`src/rtl/wait_pkg.sv`:
```
package wait_pkg;
  typedef enum logic [1:0] {
    ST_RUN  = 2'd0,
    ST_WAIT = 2'd1,
    ST_WAKE = 2'd2
  } wait_st_e;
endpackage

```
`src/rtl/wait_rst_sync.sv`:
```
module wait_rst_sync #(
  parameter int STAGES = 2
) (
  input  logic clk_i,
  input  logic rst_ni,
  input  logic pin_ni,
  output logic req_o
);
  logic [STAGES-1:0] sync_q;

  always_ff @(posedge clk_i or negedge rst_ni) begin
    if (!rst_ni) sync_q <= '1;
    else         sync_q <= {sync_q[STAGES-2:0], pin_ni};
  end

  assign req_o = ~sync_q[STAGES-1];
endmodule

```
`src/rtl/wait_wake_det.sv`:
```
module wait_wake_det #(
  parameter int NUM_SRC = 5,
  parameter int SRC_W   = 3
) (
  input  logic [NUM_SRC-1:0] req_i,
  input  logic [NUM_SRC-1:0] en_i,
  output logic               any_o,
  output logic [SRC_W-1:0]   idx_o
);
  logic [NUM_SRC-1:0] pend;

  assign pend  = req_i & en_i;
  assign any_o = |pend;

  // lowest index wins
  always_comb begin
    idx_o = '0;
    for (int i = NUM_SRC - 1; i >= 0; i--) begin
      if (pend[i]) idx_o = SRC_W'(i);
    end
  end
endmodule

```
`src/rtl/wait_fsm.sv`:
```
module wait_fsm
  import wait_pkg::*;
#(
  parameter int SRC_W = 3
) (
  input  logic             clk_i,
  input  logic             rst_ni,
  input  logic             wait_req_i,
  input  logic             wake_i,
  input  logic [SRC_W-1:0] wake_idx_i,
  input  logic             rst_req_i,
  input  logic             wdog_run_i,
  output logic             cpu_clk_en_o,
  output logic             wdog_en_o,
  output logic             imask_clr_o,
  output logic             stk_req_o,
  output logic [SRC_W-1:0] wake_src_o
);
  wait_st_e        st_q, st_d;
  logic            clr_q;
  logic [SRC_W-1:0] src_q;
  logic            enter;
  logic            leave_irq;

  assign enter     = (st_q == ST_RUN) && wait_req_i && !rst_req_i;
  assign leave_irq = (st_q == ST_WAIT) && !rst_req_i && wake_i;

  always_comb begin
    st_d = st_q;
    unique case (st_q)
      ST_RUN:  if (enter) st_d = ST_WAIT;
      ST_WAIT: begin
        if (rst_req_i)   st_d = ST_RUN;
        else if (wake_i) st_d = ST_WAKE;
      end
      ST_WAKE: st_d = ST_RUN;
      default: st_d = ST_RUN;
    endcase
  end

  always_ff @(posedge clk_i or negedge rst_ni) begin
    if (!rst_ni) begin
      st_q  <= ST_RUN;
      clr_q <= 1'b0;
      src_q <= '0;
    end else begin
      st_q  <= st_d;
      clr_q <= enter;
      if (leave_irq) src_q <= wake_idx_i;
    end
  end

  assign cpu_clk_en_o = (st_q != ST_WAIT);
  assign stk_req_o    = (st_q == ST_WAKE);
  assign wdog_en_o    = (st_q == ST_WAIT) ? wdog_run_i : 1'b1;
  assign imask_clr_o  = clr_q;
  assign wake_src_o   = src_q;
endmodule

```
`src/rtl/wait_mode_ctrl.sv`:
```
module wait_mode_ctrl #(
  parameter int NUM_SRC     = 5,
  parameter int SYNC_STAGES = 2,
  localparam int SRC_W      = (NUM_SRC > 1) ? $clog2(NUM_SRC) : 1
) (
  input  logic               clk_i,
  input  logic               rst_ni,
  input  logic               wait_req_i,
  input  logic [NUM_SRC-1:0] irq_req_i,
  input  logic [NUM_SRC-1:0] irq_en_i,
  input  logic               rst_pin_ni,
  input  logic               wdog_run_i,
  output logic               cpu_clk_en_o,
  output logic               wdog_en_o,
  output logic               imask_clr_o,
  output logic               stk_req_o,
  output logic [SRC_W-1:0]   wake_src_o,
  output logic               rst_req_o
);
  logic             wake;
  logic [SRC_W-1:0] wake_idx;

  wait_rst_sync #(.STAGES(SYNC_STAGES)) u_rst_sync (
    .clk_i  (clk_i),
    .rst_ni (rst_ni),
    .pin_ni (rst_pin_ni),
    .req_o  (rst_req_o)
  );

  wait_wake_det #(.NUM_SRC(NUM_SRC), .SRC_W(SRC_W)) u_wake_det (
    .req_i (irq_req_i),
    .en_i  (irq_en_i),
    .any_o (wake),
    .idx_o (wake_idx)
  );

  wait_fsm #(.SRC_W(SRC_W)) u_fsm (
    .clk_i        (clk_i),
    .rst_ni       (rst_ni),
    .wait_req_i   (wait_req_i),
    .wake_i       (wake),
    .wake_idx_i   (wake_idx),
    .rst_req_i    (rst_req_o),
    .wdog_run_i   (wdog_run_i),
    .cpu_clk_en_o (cpu_clk_en_o),
    .wdog_en_o    (wdog_en_o),
    .imask_clr_o  (imask_clr_o),
    .stk_req_o    (stk_req_o),
    .wake_src_o   (wake_src_o)
  );
endmodule

```
`config.mk`:
```
export PLATFORM = sky130hd
export DESIGN_NAME = wait_mode_ctrl
export DESIGN_NICKNAME = d
export VERILOG_FILES = /design/src/rtl/wait_pkg.sv /design/src/rtl/wait_rst_sync.sv /design/src/rtl/wait_wake_det.sv /design/src/rtl/wait_fsm.sv /design/src/rtl/wait_mode_ctrl.sv
export SDC_FILE = /design/constraint.sdc
export NUM_CORES = 1
export LEC_CHECK = 0
export CAP_MARGIN = 20
export CORE_AREA = 8 8 45 47
export DETAILED_ROUTE_END_ITERATION = 8
export DIE_AREA = 0 0 53 55
export GPL_TIMING_DRIVEN = 0
export HOLD_SLACK_MARGIN = 0.03
export PLACE_DENSITY = 0.66
export SLEW_MARGIN = 20
export SYNTH_ARGS = -nofsm -noshare
export SYNTH_HDL_FRONTEND = slang
export SYNTH_HIERARCHICAL = 1
export SYNTH_SLANG_ARGS = --single-unit
```
`constraint.sdc`:
```
create_clock -name clk_i -period 1.3 [get_ports clk_i]
set_input_delay 0.26 -clock clk_i [delete_from_list [all_inputs] [get_ports clk_i]]
set_output_delay 0.26 -clock clk_i [all_outputs]
set_load 0.01 [all_outputs]
```
; Word level (Yosys, flattened, before mapping)
; Index checks and enable logic that the tools add are counted.
[classes]
eq_ne = 5
mux = 10
bitwise_logic = 2
reduce_logical = 7
[op_table]
columns = cell, count
row1 = two-way mux 3 bit, 5
row2 = two-way mux 2 bit, 3
row3 = bitwise AND 5 bit, 1
row4 = OR reduction 5 bit, 1
row5 = logical AND 1 bit, 4
row6 = inequality test 2 x 1 -> 1 bit (second input constant), 2
row7 = case mux 2 bit (2 select lines), 1
row8 = inequality test 3 x 2 -> 1 bit (second input constant), 1
row9 = == test 2 x 1 -> 1 bit (second input constant), 1
row10 = == test 2 bit (second input constant), 1
row11 = zero test 2 bit, 1
row12 = AND reduction 2 bit, 1
row13 = two-way mux 1 bit, 1
row14 = NOT 1 bit, 1
[word_totals]
reg_bits = 8
in_bits = 15
out_inout_bits = 8
wordCells = 28

; Depth between registers and ports, before layout
; Gate-level depths: netlist (run 1).
[logic_depth]
ltp_word = 6
depth_mapped = 4

; Hierarchy
; Netlist (run 1), hierarchy kept.
[modules_own_cells]
columns = module, instances, cells_per_inst, area_per_inst_um2
row1 = wait_fsm, 1, 16, 255.2
row2 = wait_wake_det, 1, 10, 65.1
row3 = wait_rst_sync, 1, 3, 56.3

; Worst setup path after synthesis (run 1)
; No wires, ideal clock.
[synth_timing]
kind = reg-to-reg
startpoint = reg u_rst_sync.sync_q[1]
endpoint = reg u_fsm.src_q[0] (netlist: u_fsm/wake_src_o[0])
t_arrival_ns = 1.240
path_slack_ns = -0.065
path_stages_with_launch = 4
path_buffers = 0
synth_period_minus_slack_ns = 1.365
cell_sequence = dfstp_2 > inv_1 > and4bb_4 > mux2_4
[synth_via]
elab_chain_cells = 2
[synth_lines]
columns = item, line
row1 = "start, declared", wait_rst_sync.sv:9  ; logic [STAGES-1:0] sync_q;
row2 = "start signal, assigned", wait_rst_sync.sv:13  ; else sync_q <= {sync_q[STAGES-2:0], pin_ni};
row3 = logical AND 1 bit (2 in a row), wait_fsm.sv:26  ; assign leave_irq = (st_q == ST_WAIT) && !rst_req_i && wake_i;
row4 = "end signal, assigned", wait_fsm.sv:49  ; if (leave_irq) src_q <= wake_idx_i;
row5 = "end, declared", wait_fsm.sv:21  ; logic [SRC_W-1:0] src_q;
; No other way between the ends.
; A chain may end at the register's enable or synchronous reset.

; Final worst setup path (run 1)
[layout_timing]
startpoint = reg u_fsm.st_q[1]
endpoint = out wdog_en_o
[layout_via]
elab_chain_cells = 2
[layout_lines]
columns = item, line
row1 = "start, declared", wait_fsm.sv:19  ; wait_st_e st_q, st_d;
row2 = "start signal, assigned", wait_fsm.sv:47  ; st_q <= st_d;
row3 = == test 2 x 1 -> 1 bit, wait_fsm.sv:55  ; assign wdog_en_o = (st_q == ST_WAIT) ? wdog_run_i : 1'b1;
row4 = two-way mux 1 bit, wait_fsm.sv:55
row5 = "end, declared", wait_mode_ctrl.sv:14  ; output logic wdog_en_o,
; No other way between the ends.

==> impl_summary.md, run 1 <==
Status
The run finished, with violations left. The final reports fail on setup timing.

Die
The die is about 53 um wide. The number of placement rows is 14. 23 I/O pins were placed. The vertical extent of the die is 55 um.

The die area is 2920 um^2. The area of the core is 1380 um^2. For this configuration, the core starts out at a cell density of 27.2%.

Finish
0 antenna diodes ended up in the layout. The synthesis-to-finish area growth is 80.1%. At the end of the flow, the number of nets in the layout was 77. The share of cells above drive strength 1 is 42.6%.

The post-route cell area is approximately 680 um^2. The final core utilization is 49.0%. The final cell count without fillers is 77.

Power
Per report_power, the sequential group accounts for 41.9% of the total. In this run, the clock network consumes 29.2% of the power. The internal power component is 0.531 mW. In this run switching power makes up between 20% and 30% of total power.

Power comes to 0.718 mW. The combinational share of power is 28.9%. In this run the power density over the cells is 1060 nW/um^2. VDD sags by at most 0.525 mV.

In this run the static leakage power is approximately 0.32 nW. The analysis attributes to net switching a power of 0.187 mW.

Detailed routing
The detailed-router iteration count before antenna repair is 2. The wire length per cell after detailed routing is between 10 and 15 um. For this block, the initial DRC count from the detailed router was 3. The total length of routed met2 wires is 478 um.

Detailed routing inserted a total of around 350 vias. The highest signal layer in the routed design is met3. After detailed routing, the number of remaining DRC violations is 0.

In the detailed route, the total length drawn on met3 is 119 um. The routed length on met1 is around 390 um. The antenna violation net count after detailed routing is 0. The average vias per placed instance is 4.48.

The aggregate routed wire length is around 990 um.

Yosys
By area the synthesized netlist is led by dfrtp_1, dfstp_2, mux2_4. The share of synthesized registers carrying an async set or reset is 100%. The synthesized instance count is 29. The sequential element share of the synthesized area is 53.8%. The most common cell in the synthesized netlist is dfrtp_1.

The synthesized design spends more area on one cell type than any other, namely dfrtp_1. The number of nets handed over by synthesis was 44. The number of synthesized register bits is 8.

A synthesized cell averages 13.0 um^2. The cell area after synthesis is 377 um^2. Yosys mapped the design onto 17 distinct sky130hd cell types. The count of yosys warnings during synthesis is 6.

The share of synthesized area in the top cell type comes to between 30% and 40%. The dominant register cell in the synthesized netlist is dfrtp_1. After synthesis, the most frequently instantiated cells are dfrtp_1, mux2_4, nand2_1. The number of synthesized flops with an enable pin is 0.

Timing
Setup repair after global routing could not meet its margin everywhere. The hold violation total from the final report is 0. Between clock sinks in the finished design, the worst skew comes to 0.0194 ns.

The clock period minus final worst setup slack is 1.36 ns. The worst pin sits at a relative slew slack of 76.4%. Dividing the final minimum period by the clock period gives 105%. At the pin with the least slew margin, the transition time is 0.353 ns. The number of pins with negative max-slew slack in the final report came to 0.

The number of setup violations in the final report is 5. The worst setup margin is -0.0625 ns. The maximum operating frequency is 734 MHz.

GRT
The largest net degree at the start of global routing is 9. The initial antenna violation count is 0. For this run, the total global-route usage over all layers was measured as 7.91%. The via count of the first global-routing pass came to between 300 and 400. The first-pass GRT wire length is 1.64 mm.

The total overflow left after global routing is 0.

Worst setup path
The setup slack of the worst register-to-register path is -0.02 ns. The required time at the worst-slack endpoint is 1.04 ns. STA classifies the critical path startpoint as a flip-flop. STA puts the critical path data arrival time at between 1 and 1.5 ns. In this run the worst path has a maximum fanout of 2. The worst setup path is of the reg -> out kind. The kind of end point of the critical path is an output port.

Job
The max-capacitance violation count is 0.

Hold path
The worst hold path belongs to the class in -> async.

Clock tree
At the later pin of the worst-skew pair, clock insertion delay measures approximately 0.26 ns. TritonCTS built the clock tree. The clock drives 8 sinks. CTS built an H-tree with a depth of 1.

Counting along the longest clock path gives a buffer depth of 2. The buffer type at the clock tree root is clkbuf_4. Counting the buffers created by CTS gives 3. The clock edge transition at the registers on the reported setup and hold paths is 0.07 ns.

Placed design
The number of placed instances, taps included, is 67. The number of input and output port buffers inserted is 22. After detailed placement, the total cell area comes to just over 600 um^2. The routability congestion estimate is ~0.7.
-- repair_timing --
item / CTS / global route
gates resized for setup: 31 / 1
pin swaps: 4 / 1
setup buffers: 5 / 1
endpoints found under the setup margin: 11 / 6
hold buffers: 0 / 0
-- through the flow --
step	TNS [ns]	hold WS (ns)	setup slack [ns]
floorplan	-0.00928	-0.0356	-0.00309
global placement	-2.08	0.346	-0.427
detailed placement	-2.03	0.348	-0.412
CTS	-0.147	0.268	-0.0801
global route	-0.278	0.296	-0.107
finish	-0.112	0.264	-0.0625
-- power by group through the flow --
| stage | combinational [mW] | sequential, mW | clock [mW] |
|---|---|---|---|
| after floorplan | 0.0722 | 0.318 | 0 |
| after global placement | 0.211 | 0.306 | 0 |
| after detailed placement | 0.211 | 0.309 | 0 |
| after CTS | 0.208 | 0.302 | 0.225 |
| after global routing | 0.226 | 0.306 | 0.244 |
| final | 0.208 | 0.301 | 0.209 |
-- layout by cell type (no fill, tap or decap), drive strengths merged --
cell type      synthesis  layout
dlygate4sd2            0      12
and4bb                 1       1
nor4b                  1       1
and2b                  1       1
buf                    0       9
a21oi                  1       1
clkdlybuf4s50          0       6
inv                    1       1
mux2                   3       3
nand2                  3       3
a22oi                  2       2
a2111oi                1       1
a32oi                  1       1
nand2b                 1       1
or2                    1       1
dfrtp                  6       6
nor2b                  1       1
nand3                  1       1
clkbuf                 0       5
dfstp                  2       2
nor2                   2       2
-- worst max-delay path, stage by stage (launching register included) --
cell	delay, ns
dfrtp_1	0.39
nand2b_4	0.14
or2_1	0.19
buf_2	0.14
-- metal layers --
metal | GRT usage, % | vias to the layer above
li1 | - | 168
met1 | 8.02 | 164
met2 | 11.7 | 13
met3 | 6.15 | 0
met4 | 3.88 | 0
met5 | 0 | -
-- area by class of cell --
class / count / area, um^2
Multi-Input combinational cell: 20 / 185
Inverter: 1 / 3.75
Sequential cell: 8 / 203
Fill cell: 136 / 706
Tap cell: 16 / 20.0
Clock buffer: 4 / 26.3
Timing Repair Buffer: 28 / 240
-- kinds of logic after synthesis --
kind of cell,Yosys count,share of synthesized area [%]
and+or+nand+nor,12,20.3
DFF,8,53.8
muxes,3,12.0
AOI/OAI and AO/OA,5,13.0
buffers and inverters,1,0.996
-- flip-flops by register name, indices dropped and copies added, names as in the netlist --
name / count
u_fsm/st_q: 2
u_fsm/wake_src_o: 3
u_fsm/imask_clr_o: 1
u_rst_sync/sync_q: 2
-- final timing paths --
| check | to | from | cells after the start |
|---|---|---|---|
| min | u_fsm/wake_src_o[1] | rst_ni | 1 |
| max in group asynchronous | u_rst_sync/sync_q[0] | rst_ni | 1 |
| max | wdog_en_o | u_fsm/st_q[1] | 3 |
| min in group clk_i | u_rst_sync/sync_q[1] | u_rst_sync/sync_q[0] | 0 |
| min reg2reg | u_rst_sync/sync_q[1] | u_rst_sync/sync_q[0] | 0 |
| max reg2reg | u_fsm/wake_src_o[2] | u_rst_sync/sync_q[1] | 3 |
Power figures use the tool's default switching activity.
==> run 2, diff against run 1 <==
Settings changed: ABC_CLOCK_PERIOD_IN_PS set to 1300, CAP_MARGIN 20 to 10.
==> results of run 2 <==
Final layout, timing and power as in run 1 (identical DEF).
==> run 3, diff against run 2 <==
Settings changed: ABC_CLOCK_PERIOD_IN_PS 1300 to 1100, CELL_PAD_IN_SITES_DETAIL_PLACEMENT set to 2, CELL_PAD_IN_SITES_GLOBAL_PLACEMENT set to 2, CORE_AREA 8 8 45 47 to unset, CORE_MARGIN set to 8, CORE_UTILIZATION set to 18, DIE_AREA 0 0 53 55 to unset, PLACE_DENSITY 0.66 to 0.71.
Clock period 1.3 ns to 1.1 ns, I/O delays scaled along.
==> run 3 against run 2 <==
  * The run still ends with setup timing left
  * Core utilization shrank 14 points
  * Combinational power is 21% higher
  * Register-to-register slack lost 0.24 ns
  * Total power grew 18%
  * Global-route usage down 1.2 points
  * Critical path type is now reg -> reg
  * Largest cell class unchanged
==> impl_summary.md, run 3 (synthesis results as in run 1) <==
Timing
In the finished design, the share of the clock period the worst path needs comes to 124%. Setup repair after global routing could not meet its margin everywhere. The number of setup violations in the final report came to 7 (+2). The number of pins with negative max-slew slack in the final report is 0 (unchanged). The hold violation total from the final report came to 0 (unchanged). The smallest clock period supported by the final layout is computed as approximately 1.4 ns. The remaining max-slew budget at the tightest pin came to 75.4% (-0.99 points). The worst setup margin is -0.263 ns (-0.201 ns). The final clock skew is 0.0147 ns (-0.00474 ns). The setup TNS is -1.50 ns (-1.39 ns). Timing would allow up to ~730 MHz. The measured slew at the worst slew-check pin is 0.368 ns (+0.0148 ns).

Placed design
The routability congestion estimate was 0.598 (-16%). The post-place setup slack was -0.623 ns (-0.211 ns). The number of input and output port buffers inserted was 22 (unchanged). The detailed-placement wirelength estimate is 962 um.

Power
The clock power share is 28.2% (-1.0 points). The sequential group share of total power was 42.1% (+0.2 points). The power density over the cells is 1240 nW/um^2 (+17%). The leakage power figure came to 0.313 nW (-3.1%).

The worst supply voltage drop on vdd was 0.575 mV (+9.5%). The switching power share of the total is 26.4% (+0.39 points). The combinational share of power is 29.7% (+0.8 points).

The internal power component is 0.625 mW (+18%). The power dissipated by switching net loads came to 0.224 mW (+20%).

Worst setup path
The number of cells on the worst reg-to-reg path is 3 (unchanged). The worst setup path is launched from a flip-flop. The startpoint identified for the worst register-to-register timing path is u_rst_sync/sync_q[1].

The critical-path maximum fanout was 4 (+2). The kind of end point of the critical path is a flip-flop. The setup slack of the worst register-to-register path is -0.26 ns (-0.24 ns).

In this run the critical register-to-register path is captured at u_fsm/wake_src_o[2]. The required time at the worst-slack endpoint came to 1.23 ns (+0.19 ns). The critical path is of the reg -> reg type. The arrival time at the worst endpoint came to 1.49 ns (+0.39 ns).

Die
The die area is 3810 um^2 (+31%). The number of top-level pins is 23 (unchanged). The effective utilization at floorplan was 19.2% (-8.0 points).

The vertical extent of the die is 61.7 um (+12%). The number of placement rows was 16 (+2). The area of the core is 1960 um^2 (+42%). The die width is 61.7 um (+16%).

Clock tree
The clock sink total is 8 (unchanged). TritonCTS built the clock tree. The buffer type at the clock tree root is clkbuf_4. The later-pin clock latency in the skew report is 0.26 ns (about the same).

The count of hold buffers inserted by post-cts repair is 0 (unchanged). The clock edge transition at the registers on the reported setup and hold paths is 0.06 ns (about the same). The number of buffers created by CTS came to 3 (unchanged). The number of H-tree levels was 1 (unchanged).

The worst-case clock buffer depth was 2 (unchanged).

Detailed routing
The antenna violation net count after detailed routing is 0 (unchanged). The remaining design rule violation count is 0 (unchanged). The aggregate routed wire length is 1.23 mm (+24%). The via count was 343 (-0.58%). The violation count after the first detailed-route iteration is 1 (-2). The average vias per placed instance is 3.94 (-12%). The wire length per cell after detailed routing is 14.1 um (+9.9%). The detailed-router iteration count before antenna repair is 2 (unchanged).

Finish
The flip-flop count of the largest register after layout was 3 (unchanged). The share of cells above drive strength 1 is 48.3% (+5.7 points). In the layout the commonest cells are dlygate4sd2_1, clkdlybuf4s50_1, dfrtp_1, buf_6, buf_4. The antenna diode count is 0 (unchanged). The most common cell after layout, fill and taps aside is dlygate4sd2_1. Relative to the synthesized area, the layout overhead comes to 81.7%. The net count of the finished layout is 76 (-1.3%).

The final core utilization was 34.9% (-14 points).

GRT
The first-pass GRT wire length is 1.85 mm (+13%). The layer flagged by global routing as most heavily used is met2. The combined global-route utilization of all metal layers is 6.70% (-1.2 points).

The via count of the first global-routing pass was 422 (+14%). The fraction of met1 tracks used by global routing was 6.91% (-1.1 points). The global route total overflow came to 0 (unchanged).

The met2 track demand over resource is 10.9% (-0.79 points). The initial antenna violation count is 0 (unchanged). The routing usage on met3 was 5.56% (-0.59 points). The largest net degree at the start of global routing is 9 (unchanged).

Status
The flow ran to the end, but the final reports show violations. The final reports fail on setup timing.

Hold path
The type of the worst min-delay path is in -> async.

Job
The max-capacitance violation count was 0 (unchanged).
[run 3: changes by cell type in the layout (fill, tap and decap cells not counted)]
cell,previous run,this run
dlygate4sd2_1,12,8
buf_6,2,4
clkbuf_2,1,3
a2111oi_1,1,0
nand2_2,1,0
a2111oi_2,0,1
buf_4,5,4
nand2_1,2,3
[run 3: power groups by stage]
stage / clock network [mW] / registers (mW) / logic [mW]
after detailed placement: 0 / 0.367 / 0.257
final: 0.240 / 0.357 / 0.252
after floorplan: 0 / 0.376 / 0.0853
after global placement: 0 / 0.363 / 0.252
after CTS: 0.255 / 0.359 / 0.244
after global routing: 0.274 / 0.363 / 0.274
[run 3: final cells by class]
type                            count  area, um^2
Clock buffer                        4        26.3
Fill cell                         235        1280
Inverter                            1        3.75
Multi-Input combinational cell     20         188
Sequential cell                     8         203
Tap cell                           27        33.8
Timing Repair Buffer               27         230
[run 3: repair_timing]
item,CTS,global route
buffers inserted,3,2
gates resized for setup,37,8
hold endpoints to repair,0,0
pin swaps,3,1
setup endpoints to repair,13,11
[run 3: worst max path at each step]
stage                               startpoint  slack, ns                   to
final                     u_rst_sync/sync_q[1]      -0.26  u_fsm/wake_src_o[2]
after global routing             u_fsm/st_q[1]      -0.31            wdog_en_o
after CTS                        u_fsm/st_q[1]      -0.24  u_fsm/wake_src_o[0]
after detailed placement          irq_req_i[3]      -0.62  u_fsm/wake_src_o[0]
after global placement            irq_req_i[1]      -0.59  u_fsm/wake_src_o[0]
after floorplan           u_rst_sync/sync_q[1]      -0.20  u_fsm/wake_src_o[0]
[run 3: metrics by stage]
step	hold WS (ns)	cells	total power [mW]	instance area [um^2]
CTS	0.260	85	0.857	663
global route	0.244	87	0.910	684
global placement	0.347	78	0.615	631
detailed placement	0.347	78	0.624	631
finish	0.239	87	0.849	684
floorplan	-0.0756	29	0.461	377
[run 3: metal layers]
metal | vias up | routed length [um]
met5 | - | 0
met4 | 0 | 0
met3 | 0 | 122
met2 | 13 | 577
met1 | 163 | 532
li1 | 167 | -
[run 3: critical path, stage by stage (launching register included)]
cell	delay, ns
dfstp_2	0.52
inv_2	0.04
and4bb_4	0.38
mux2_4	0.31
